--- config.mk ---
export PLATFORM = sky130hd
export DESIGN_NAME = wdt_keyed
export DESIGN_NICKNAME = d
export VERILOG_FILES = /design/src/rtl/wdt_pkg.sv /design/src/rtl/wdt_keydec.sv /design/src/rtl/wdt_prescaler.sv /design/src/rtl/wdt_counter.sv /design/src/rtl/wdt_ctrl.sv /design/src/rtl/wdt_keyed.sv
export SDC_FILE = /design/constraint.sdc
export NUM_CORES = 1
export LEC_CHECK = 0
export CAP_MARGIN = 20
export CORE_MARGIN = 10
export CORE_UTILIZATION = 50
export DETAILED_ROUTE_END_ITERATION = 7
export PLACE_DENSITY = 0.79
export SYNTH_ARGS = -nofsm -noshare
export SYNTH_HDL_FRONTEND = slang
export SYNTH_SLANG_ARGS = --single-unit
--- constraint.sdc ---
create_clock -name clk -period 5.1 [get_ports clk]
set_input_delay 1.02 -clock clk [delete_from_list [all_inputs] [get_ports clk]]
set_output_delay 1.02 -clock clk [all_outputs]
set_load 0.01 [all_outputs]
--- src/rtl/wdt_pkg.sv ---
`timescale 1ns/1ps
package wdt_pkg;
    localparam int CKS_W    = 3;
    localparam int REG_W    = 8;
    localparam logic ADDR_CNT = 1'b0;
    localparam logic ADDR_CSR = 1'b1;

    typedef enum logic [1:0] {
        ST_STOP  = 2'd0,
        ST_RUN   = 2'd1,
        ST_PULSE = 2'd2
    } wdt_state_e;

    typedef struct packed {
        logic             tme;
        logic             wt;
        logic             rsts;
        logic             wovf;
        logic             iovf;
        logic [CKS_W-1:0] cks;
    } wdt_csr_t;
endpackage

--- src/rtl/wdt_keydec.sv ---
`timescale 1ns/1ps
module wdt_keydec #(
    parameter int          KW      = 8,
    parameter logic [KW-1:0] KEY_CNT = 8'h5A,
    parameter logic [KW-1:0] KEY_CSR = 8'hA5
) (
    input  logic          sel,
    input  logic          wr,
    input  logic          word,
    input  logic          addr,
    input  logic [KW-1:0] key,
    output logic          cnt_we,
    output logic          csr_we,
    output logic          bad_wr
);
    import wdt_pkg::*;

    logic word_wr;

    always_comb begin
        word_wr = sel && wr && word;
        cnt_we  = word_wr && (addr == ADDR_CNT) && (key == KEY_CNT);
        csr_we  = word_wr && (addr == ADDR_CSR) && (key == KEY_CSR);
        bad_wr  = sel && wr && !cnt_we && !csr_we;
    end
endmodule

--- src/rtl/wdt_prescaler.sv ---
`timescale 1ns/1ps
module wdt_prescaler #(
    parameter int SEL_W = 3
) (
    input  logic             clk,
    input  logic             por_n,
    input  logic             en,
    input  logic             clr,
    input  logic [SEL_W-1:0] cks,
    output logic             tick
);
    localparam int PRE_W = 2 ** SEL_W;

    logic [PRE_W-1:0] pre_q;
    logic [PRE_W-1:0] tap;

    genvar gi;
    generate
        for (gi = 0; gi < PRE_W; gi++) begin : g_tap
            assign tap[gi] = &pre_q[gi:0];
        end
    endgenerate

    always_ff @(posedge clk or negedge por_n) begin
        if (!por_n)
            pre_q <= '0;
        else if (clr)
            pre_q <= '0;
        else if (en)
            pre_q <= pre_q + 1'b1;
    end

    assign tick = en && !clr && tap[cks];

    // an accepted counter write restarts the divider from zero
    p_pre_restart_r3: assert property (@(posedge clk) disable iff (!por_n)
        clr |=> (pre_q == '0));
endmodule

--- src/rtl/wdt_counter.sv ---
`timescale 1ns/1ps
module wdt_counter #(
    parameter int W = 8
) (
    input  logic         clk,
    input  logic         por_n,
    input  logic         en,
    input  logic         tick,
    input  logic         we,
    input  logic [W-1:0] wdata,
    output logic [W-1:0] cnt,
    output logic         ovf
);
    logic [W-1:0] cnt_q;

    always_ff @(posedge clk or negedge por_n) begin
        if (!por_n)
            cnt_q <= '0;
        else if (we)
            cnt_q <= wdata;
        else if (tick)
            cnt_q <= cnt_q + 1'b1;
    end

    assign cnt = cnt_q;
    assign ovf = tick && !we && (&cnt_q);

    // disabled timer holds the count
    p_hold_when_stopped_r6: assert property (@(posedge clk) disable iff (!por_n)
        (!en && !we) |=> $stable(cnt_q));

    // each prescaler tick adds exactly one
    p_step_on_tick_r7: assert property (@(posedge clk) disable iff (!por_n)
        (tick && !we) |=> (cnt_q == $past(cnt_q) + 1'b1));

    // an accepted write loads the low byte
    p_load_r3: assert property (@(posedge clk) disable iff (!por_n)
        we |=> (cnt_q == $past(wdata)));
endmodule

--- src/rtl/wdt_ctrl.sv ---
`timescale 1ns/1ps
module wdt_ctrl (
    input  logic                           clk,
    input  logic                           por_n,
    input  logic                           csr_we,
    input  logic [wdt_pkg::REG_W-1:0]      wdata,
    input  logic                           ovf,
    output wdt_pkg::wdt_csr_t              csr,
    output logic                           en,
    output logic                           rst_req
);
    import wdt_pkg::*;

    wdt_csr_t   csr_q;
    wdt_csr_t   csr_d;
    wdt_csr_t   wr_val;
    wdt_state_e state_q;
    wdt_state_e state_d;
    logic       set_w;
    logic       set_i;

    // register next value: keyed write, then overflow flag set
    always_comb begin
        wr_val = wdt_csr_t'(wdata);
        set_w  = ovf && csr_q.wt;
        set_i  = ovf && !csr_q.wt;
        csr_d  = csr_q;
        if (csr_we) begin
            csr_d.tme  = wr_val.tme;
            csr_d.wt   = wr_val.wt;
            csr_d.rsts = wr_val.rsts;
            csr_d.cks  = wr_val.cks;
            csr_d.wovf = csr_q.wovf && wr_val.wovf;
            csr_d.iovf = csr_q.iovf && wr_val.iovf;
        end
        csr_d.wovf = csr_d.wovf || set_w;
        csr_d.iovf = csr_d.iovf || set_i;
    end

    always_ff @(posedge clk or negedge por_n) begin
        if (!por_n)
            csr_q <= '0;
        else
            csr_q <= csr_d;
    end

    // next-state logic
    always_comb begin
        state_d = state_q;
        unique case (state_q)
            ST_STOP:  state_d = csr_d.tme ? ST_RUN : ST_STOP;
            ST_RUN: begin
                if (set_w)
                    state_d = ST_PULSE;
                else
                    state_d = csr_d.tme ? ST_RUN : ST_STOP;
            end
            ST_PULSE: state_d = csr_d.tme ? ST_RUN : ST_STOP;
            default:  state_d = ST_STOP;
        endcase
    end

    // state register
    always_ff @(posedge clk or negedge por_n) begin
        if (!por_n)
            state_q <= ST_STOP;
        else
            state_q <= state_d;
    end

    // outputs
    always_comb begin
        rst_req = 1'b0;
        en      = 1'b0;
        unique case (state_q)
            ST_STOP:  begin rst_req = 1'b0; en = 1'b0;      end
            ST_RUN:   begin rst_req = 1'b0; en = csr_q.tme; end
            ST_PULSE: begin rst_req = 1'b1; en = csr_q.tme; end
            default:  begin rst_req = 1'b0; en = 1'b0;      end
        endcase
    end

    assign csr = csr_q;

    // reset request lasts one clock
    p_pulse_single_r8: assert property (@(posedge clk) disable iff (!por_n)
        rst_req |=> !rst_req);

    // watchdog flag rises only from a watchdog-mode overflow
    p_wovf_source_r8: assert property (@(posedge clk) disable iff (!por_n)
        $rose(csr_q.wovf) |-> $past(ovf && csr_q.wt));

    // interval overflow never requests a reset
    p_no_reset_interval_r9: assert property (@(posedge clk) disable iff (!por_n)
        (ovf && !csr_q.wt) |=> !rst_req);

    // a flag can only be cleared by a keyed write
    p_flag_clear_keyed_r4: assert property (@(posedge clk) disable iff (!por_n)
        $fell(csr_q.iovf) |-> $past(csr_we));

    // own overflow keeps configuration bits
    p_cfg_kept_r10: assert property (@(posedge clk) disable iff (!por_n)
        (ovf && !csr_we) |=> (csr_q.tme == $past(csr_q.tme)) &&
                             (csr_q.cks == $past(csr_q.cks)) &&
                             (csr_q.rsts == $past(csr_q.rsts)));
endmodule

--- src/rtl/wdt_keyed.sv ---
`timescale 1ns/1ps
module wdt_keyed #(
    parameter int          CW      = 8,
    parameter logic [7:0]  KEY_CNT = 8'h5A,
    parameter logic [7:0]  KEY_CSR = 8'hA5
) (
    input  logic        clk,
    input  logic        por_n,
    input  logic        bus_sel,
    input  logic        bus_wr,
    input  logic        bus_word,
    input  logic        bus_addr,
    input  logic [15:0] bus_wdata,
    output logic [7:0]  bus_rdata,
    output logic        rst_req,
    output logic        rst_type,
    output logic        irq
);
    import wdt_pkg::*;

    logic             cnt_we;
    logic             csr_we;
    logic             bad_wr;
    logic             en;
    logic             tick;
    logic             ovf;
    logic [CW-1:0]    cnt;
    wdt_csr_t         csr;

    wdt_keydec #(.KW(8), .KEY_CNT(KEY_CNT), .KEY_CSR(KEY_CSR)) u_dec (
        .sel    (bus_sel),
        .wr     (bus_wr),
        .word   (bus_word),
        .addr   (bus_addr),
        .key    (bus_wdata[15:8]),
        .cnt_we (cnt_we),
        .csr_we (csr_we),
        .bad_wr (bad_wr)
    );

    wdt_prescaler #(.SEL_W(CKS_W)) u_pre (
        .clk   (clk),
        .por_n (por_n),
        .en    (en),
        .clr   (cnt_we),
        .cks   (csr.cks),
        .tick  (tick)
    );

    wdt_counter #(.W(CW)) u_cnt (
        .clk   (clk),
        .por_n (por_n),
        .en    (en),
        .tick  (tick),
        .we    (cnt_we),
        .wdata (bus_wdata[CW-1:0]),
        .cnt   (cnt),
        .ovf   (ovf)
    );

    wdt_ctrl u_ctrl (
        .clk     (clk),
        .por_n   (por_n),
        .csr_we  (csr_we),
        .wdata   (bus_wdata[REG_W-1:0]),
        .ovf     (ovf),
        .csr     (csr),
        .en      (en),
        .rst_req (rst_req)
    );

    always_comb begin
        bus_rdata = '0;
        if (bus_sel && !bus_wr && !bus_word)
            bus_rdata = (bus_addr == ADDR_CNT) ? 8'(cnt) : csr;
    end

    assign rst_type = csr.rsts;
    assign irq      = csr.iovf && !csr.wt;

    // rejected writes leave the control register alone
    p_bad_write_csr_r5: assert property (@(posedge clk) disable iff (!por_n)
        (bad_wr && !ovf) |=> $stable(csr));

    // rejected writes leave the counter alone
    p_bad_write_cnt_r5: assert property (@(posedge clk) disable iff (!por_n)
        (bad_wr && !tick) |=> $stable(cnt));

    // interrupt appears only after an overflow or a control write
    p_irq_source_r9: assert property (@(posedge clk) disable iff (!por_n)
        $rose(irq) |-> $past(ovf || csr_we));
endmodule

==> key figures, run 1 <==
Worst setup path
  • Worst Path Required: 4.08 ns
  • Crit path max fanout: 10
  • Reg2reg end: u_ctrl.csr[3]
  • RR Startpoint: u_pre.pre_q[0]
  • Type of destination of the critical path: output pin
  • Worst-case reg-to-reg path depth: 8
  • CP arrival: 2.69 ns
  • Crit path kind: in -> out
  • CP Launch Type: input pin
  • R2R Setup Slk: 2.51 ns

Run status
  • Run status: complete, no violations

Drt
  • Final ANT Viol Nets: 0
  • DR WL/cell: 15.5 µm
  • 1st-iter DRT viols: 79
  • Routed WL: 3850 µm
  • Via count: 1378
  • Drt first pass iters: 4
  • DR vias/cell: 5.53
  • DRC viols: 0

Synthesis
  • Compound-cell area share of the yosys netlist: 10.7%
  • #FFs+latches synth: 26
  • EDFF count, synth: 0
  • Synthesis Warnings: 0
  • XOR/XNOR share of the synthesized area: 3.23%
  • Unique masters post-synth: 44
  • Main combinational cell family by area after synthesis: simple AND/OR/NAND/NOR gates
  • Post-Synth Simple-Gate Area: 27.9%
  • Asr flop ratio synth: 100%
  • Synth Area per Inst: 9.45 µm²
  • Syn Nets: 202
  • Cell Area, Synth: 1630 µm²
  • Seq/Total Area, Yosys: 40.0%
  • Multiplexer area fraction after synthesis: 8.93%
  • Synth Area in Adders: 6.16%
  • Leading register cell type out of synthesis: dfrtp_1
  • Cells after Synth: 172

Floorplanning
  • I/O pin total: 33
  • DIE WIDTH: 77.0 µm
  • Number of cell rows: 20
  • Initial core utilization: 52.8%
  • Die Area: 5930 µm²
  • Std-Cell Core Area: 3080 µm²
  • Die H: 77.0 µm

Finish
  • Share of layout cells above drive strength 1: 7.32%
  • Final net count: 236
  • Area Overhead vs Synth: 25.3%
  • Design area: 2040 µm²
  • Fin cells: 249
  • N_diodes: 0

CTS
  • Clock latency on the worst-skew pair: 0.33 ns
  • # Post-CTS Setup Buffers: 0
  • CTS max path bufs: 2
  • CTS tree: built
  • Post-cts sizing count: 0
  • Num CTS Buffers: 3
  • Hold buffer count at CTS: 0
  • Clk sinks: 26
  • H-tree lvl count: 1
  • Clock root cell: clkbuf_4
  • Clock-pin slew on the worst setup and hold paths: 0.13 ns

Global routing
  • Antenna violations before repair: 0
  • Pin count of the biggest net entering global routing: 27
  • Number of global-route vias before repair: 1427
  • Total GRT Usage: 13.0%
  • GRT overflow: 0
  • First-pass GRT wire length: 6600 µm

Flow run
  • Max cap viols: 0

Power
  • Peak supply drop: 0.121 mV
  • Static Leakage: 0.879 nW
  • Power per cell area: 198 nW/µm²
  • Power, Total: 0.000404 W

Timing
  • Setup TNS Final: 0 ns
  • Setup ws final: 1.39 ns
  • # setup viols final: 0
  • Slew HR: 55.8%
  • Period utilization: 72.8%
  • Worst Tran Pin Value: 0.659 ns
  • Clk_skew: 0.0154 ns
  • Fin. Hold Viols: 0
  • Unrepaired setup endpoints after global routing: no
  • Max-slew violations: 0
  • Peak Freq: 0.269 GHz
  • Min Tclk post-route: 3.71 ns

Placement
  • Gpl congestion: 0.841
  • Pre-CTS setup slack: 1.40 ns
  • Port buffer count: 32
  • Placed Cells: 245
  • DP HPWL: 2980 µm
  • Cell Area, Placed: 1980 µm²

Hold path
  • Sink of the worst hold path: u_ctrl.csr[4]
  • Hold crit path type: reg -> reg
  • Hold path depth: 1
  • Min-Delay Startpoint: u_ctrl.csr[4]
## area by class of cell
cell class	count	area, µm²
clock buffers	3	22.5
clock inverters	1	30.0
fillers	249	1040
inverters	7	26.3
multi-input cells	135	925
flip-flops and latches	26	651
well taps	44	55.1
repair buffers	33	328
## where the power goes
group          internal (W)  switching [W]  total (W)
Sequential         0.000209     0.00000302   0.000212
Clock             0.0000795      0.0000638   0.000143
Combinational     0.0000279      0.0000214  0.0000493
## critical path, stage by stage
cell and delay [ns]:
clkdlybuf4s50_1 0.84, mux2i_1 0.16, nor2_1 0.11, clkdlybuf4s50_1 0.55
## cell usage after synthesis, types with 3 or more instances
| master | count | area share [%] |
|---|---|---|
| or3_1 | 4 | 1.5 |
| a21oi_1 | 4 | 1.2 |
| nand3_1 | 6 | 1.8 |
| a31oi_1 | 6 | 2.3 |
| mux2_2 | 4 | 2.8 |
| nand4_1 | 3 | 1.2 |
| o21ai_0 | 8 | 2.5 |
| nand2b_1 | 3 | 1.2 |
| and3_1 | 3 | 1.2 |
| mux2i_1 | 10 | 6.2 |
| ha_1 | 8 | 6.2 |
| dfrtp_1 | 26 | 40 |
| inv_1 | 7 | 1.6 |
| nor2_1 | 23 | 5.3 |
| xor2_1 | 4 | 2.2 |
| nand2_1 | 19 | 4.4 |
| nor3_1 | 3 | 0.92 |
## cells in the final DEF (no fill, tap or decap), types with 2 or more instances in the layout
cell type        count
a21oi_1              4
a22o_1               2
a31oi_1              6
and3_1               3
clkbuf_4             3
clkdlybuf4s50_1     32
dfrtp_1             26
ha_1                 8
inv_1                7
mux2_2               4
mux2i_1             10
nand2_1             19
nand2b_1             3
nand3_1              6
nand4_1              3
nor2_1              23
nor2b_1              2
nor3_1               3
o21ai_0              8
or3_1                4
or4_1                2
xnor2_1              2
xor2_1               4
## per-stage QoR
stage | hold slack (ns) | util [%]
after detailed placement | 0.500 | 64.5
final | 0.533 | 66.2
after global routing | 0.544 | 66.2
after floorplan | 0.466 | -
after CTS | 0.531 | 66.2
after global placement | 0.490 | 64.5
## kinds of logic (layout without fill, tap and decap cells)
logic type	count (synthesis)	count (layout)
simple gates	81	81
compound gates	26	26
flops	26	26
mux	14	14
buf+inv	11	44
fa+ha+maj	8	8
xor+xnor	6	6
## layer usage
metal  global-route usage [%]  vias up  share of wire, %
li1                         -      685                 -
met1                     15.3      666                44
met3                     3.03        4               4.4
met4                     4.01        0              0.62
met2                     22.8       23                51
met5                        0        -                 0
## flip-flops by register name (all words and copies together) (netlist names)
name,count
u_cnt.cnt,8
u_ctrl.csr,8
u_ctrl.state_q,2
u_pre.pre_q,8
## worst max path at each step
| stage | to | slack, ns | cells after the start | start |
|---|---|---|---|---|
| after floorplan | bus_rdata[0] | 2.63 | 3 | bus_word |
| after global placement | bus_rdata[0] | 1.44 | 4 | bus_addr |
| after detailed placement | bus_rdata[2] | 1.40 | 4 | bus_addr |
| after CTS | bus_rdata[2] | 1.38 | 4 | bus_addr |
| after global routing | bus_rdata[2] | 1.28 | 4 | bus_addr |
| final | bus_rdata[2] | 1.39 | 4 | bus_addr |
Note: power is estimated with default switching activity, not from simulation.
==> run 2, diff against run 1 <==
==> constraint.sdc (replaced) <==
create_clock -name clk -period 3.54 [get_ports clk]
set_input_delay 0.708 -clock clk [delete_from_list [all_inputs] [get_ports clk]]
set_output_delay 0.708 -clock clk [all_outputs]
set_load 0.01 [all_outputs]
==> run 2 against run 1 <==
Largest cell class unchanged. Critical path depth did not move. Flip-flop and latch count is the same. Sequential share of layout area is 0.23 points lower. Largest power group unchanged. Worst hold slack lost 0.0054 ns. Final cell count up 0.80%. Core utilization rose by 0.49 points. Highest routed layer unchanged.
==> key figures, run 2 (synthesis gave the netlist of run 1 again) <==
Drt
  • Drt first pass iters: 4 (unchanged)
  • DR vias/cell: 5.66 (was 5.53)
  • 1st-iter DRT viols: 89 (was 79)
  • Final ANT Viol Nets: 0 (unchanged)
  • Routed WL: 3950 µm (was 3850 µm)
  • Via count: 1420 (was 1378)
  • DRC viols: 0 (unchanged)
  • DR WL/cell: 15.7 µm (was 15.5 µm)

Timing
  • Min Tclk post-route: 3.12 ns
  • Max-slew violations: 0 (unchanged)
  • Worst Tran Pin Value: 0.572 ns (was 0.659 ns)
  • Setup TNS Final: 0 ns (unchanged)
  • Period utilization: 88.1%
  • Slew HR: 61.7% (was 55.8%)
  • # setup viols final: 0 (unchanged)
  • Peak Freq: 0.321 GHz
  • Unrepaired setup endpoints after global routing: no (unchanged)
  • Clk_skew: 0.00706 ns (was 0.0154 ns)
  • Fin. Hold Viols: 0 (unchanged)

Floorplanning
  • Initial core utilization: 52.8% (unchanged)
  • Die H: 77.0 µm (unchanged)
  • DIE WIDTH: 77.0 µm (unchanged)
  • Die Area: 5930 µm² (unchanged)
  • Number of cell rows: 20 (unchanged)
  • I/O pin total: 33 (unchanged)
  • Std-Cell Core Area: 3080 µm² (unchanged)

Worst setup path
  • Setup crit start: bus_addr (unchanged)
  • Crit path max fanout: 10 (unchanged)
  • RR Startpoint: u_pre.pre_q[0] (unchanged)
  • CP Launch Type: input pin (unchanged)
  • Worst Path Required: 2.83 ns (was 4.08 ns)
  • Worst-case reg-to-reg path depth: 8 (unchanged)
  • CP arrival: 2.41 ns (was 2.69 ns)
  • Type of destination of the critical path: output pin (unchanged)
  • Crit path kind: in -> out (unchanged)

Global routing
  • Total GRT Usage: 13.6% (was 13.0%)
  • Number of global-route vias before repair: 1441 (was 1427)
  • Layer with the highest usage: met2 (unchanged)
  • Antenna violations before repair: 0 (unchanged)
  • Pin count of the biggest net entering global routing: 27 (unchanged)
  • GR met2 Demand/Resource: 22.8% (unchanged)
  • Met3 global-route usage: 2.56% (was 3.03%)
  • Grt met1 use: 17.2% (was 15.3%)
  • First-pass GRT wire length: 6870 µm (was 6600 µm)
  • GRT overflow: 0 (unchanged)

Hold path
  • Hold path depth: 1 (unchanged)
  • Min-Delay Startpoint: u_ctrl.csr[4] (unchanged)
  • Hold crit path type: reg -> reg (unchanged)

Power
  • Switching share of total power: 21.8% (about the same)
  • Clock network power share: 35.3% (was 35.5%)
  • Internal: 0.000455 W (was 0.000316 W)
  • Power per cell area: 284 nW/µm² (was 198 nW/µm²)
  • Peak supply drop: 0.177 mV (was 0.121 mV)
  • Static Leakage: 0.888 nW (was 0.879 nW)
  • NetSw: 0.000127 W (was 0.0000883 W)
  • Logic pwr share: 12.3% (was 12.2%)
  • Reg power frac: 52.4% (was 52.3%)

CTS
  • Clock latency on the worst-skew pair: 0.32 ns (was 0.33 ns)
  • Num CTS Buffers: 3 (unchanged)
  • # Post-CTS Setup Buffers: 0 (unchanged)
  • Post-cts sizing count: 0 (unchanged)
  • H-tree lvl count: 1 (unchanged)
  • Hold buffer count at CTS: 0 (unchanged)
  • Clk sinks: 26 (unchanged)
  • Clock root cell: clkbuf_4 (unchanged)
  • CTS max path bufs: 2 (unchanged)
  • CTS tree: built (unchanged)
  • Clock-pin slew on the worst setup and hold paths: 0.14 ns (was 0.13 ns)

Finish
  • Area Overhead vs Synth: 26.3% (was 25.3%)
  • Commonest cells after routing, fill and taps aside: clkdlybuf4s50_1, dfrtp_1, nor2_1 (unchanged)
  • Most common cell after layout, fill and taps aside: clkdlybuf4s50_1 (unchanged)
  • Final net count: 238 (was 236)
  • N_diodes: 0 (unchanged)
  • Share of layout cells above drive strength 1: 8.21% (was 7.32%)
  • Fin cells: 251 (was 249)
  • Design area: 2050 µm² (was 2040 µm²)

Run status
  • Run status: complete, no violations (unchanged)

Placement
  • DP HPWL: 3000 µm (was 2980 µm)
  • Port buffer count: 32 (unchanged)
  • Placed Cells: 247 (was 245)
  • Gpl congestion: 0.852 (was 0.841)
  • Cell Area, Placed: 2000 µm² (was 1980 µm²)

Flow run
  • Max cap viols: 0 (unchanged)
==> run 2: cell types whose count changed in the layout (fill, tap and decap cells not counted) <==
cell / change
buf_4: +2
==> run 2: final timing paths <==
check / to / slack (ns)
worst max-delay path: bus_rdata[1] / 0.42
worst min-delay path: u_ctrl.csr[4] / 0.53
worst max register to register: u_cnt.cnt[6] / 0.96
worst min register to register: u_ctrl.csr[4] / 0.53
max in group asynchronous: u_cnt.cnt[1] / 2.55
min in group asynchronous: u_ctrl.csr[2] / 0.74
==> run 2: critical path, cell delays in order <==
cell and delay [ns]:
clkdlybuf4s50_1 0.83, mux2i_1 0.17, nor2_1 0.14, clkdlybuf4s50_1 0.56
==> run 2: final cells by class <==
cell class	instances	area (µm²)
Tap cell	44	55.1
Inverter	7	26.3
Sequential cell	26	651
Clock buffer	3	22.5
Timing Repair Buffer	35	343
Multi-Input combinational cell	135	925
Fill cell	260	1030
Clock inverter	1	30.0
==> run 2: metrics by stage <==
| step | hold slack, ns | total power, W | utilization [%] | setup WS (ns) |
|---|---|---|---|---|
| finish | 0.528 | 0.000582 | 66.7 | 0.421 |
| global route | 0.543 | 0.000605 | 66.7 | 0.317 |
| detailed placement | 0.487 | 0.000382 | 65.0 | 0.438 |
| floorplan | 0.412 | 0.000338 | - | 1.33 |
| CTS | 0.526 | 0.000587 | 66.7 | 0.424 |
| global placement | 0.490 | 0.000379 | 65.0 | 0.507 |
==> run 2: power by group through the flow <==
stage | logic (W) | clock network, W | registers [W]
after floorplan | 0.0000292 | 0 | 0.000309
after global placement | 0.0000690 | 0 | 0.000310
after detailed placement | 0.0000717 | 0 | 0.000310
after CTS | 0.0000722 | 0.000210 | 0.000305
after global routing | 0.0000786 | 0.000221 | 0.000306
final | 0.0000716 | 0.000205 | 0.000305
==> run 2: layer usage <==
layer	vias to the layer above	part of all wire (%)
li1	690	-
met1	689	44
met2	37	50
met3	4	4.8
met4	0	0.78
met5	-	0
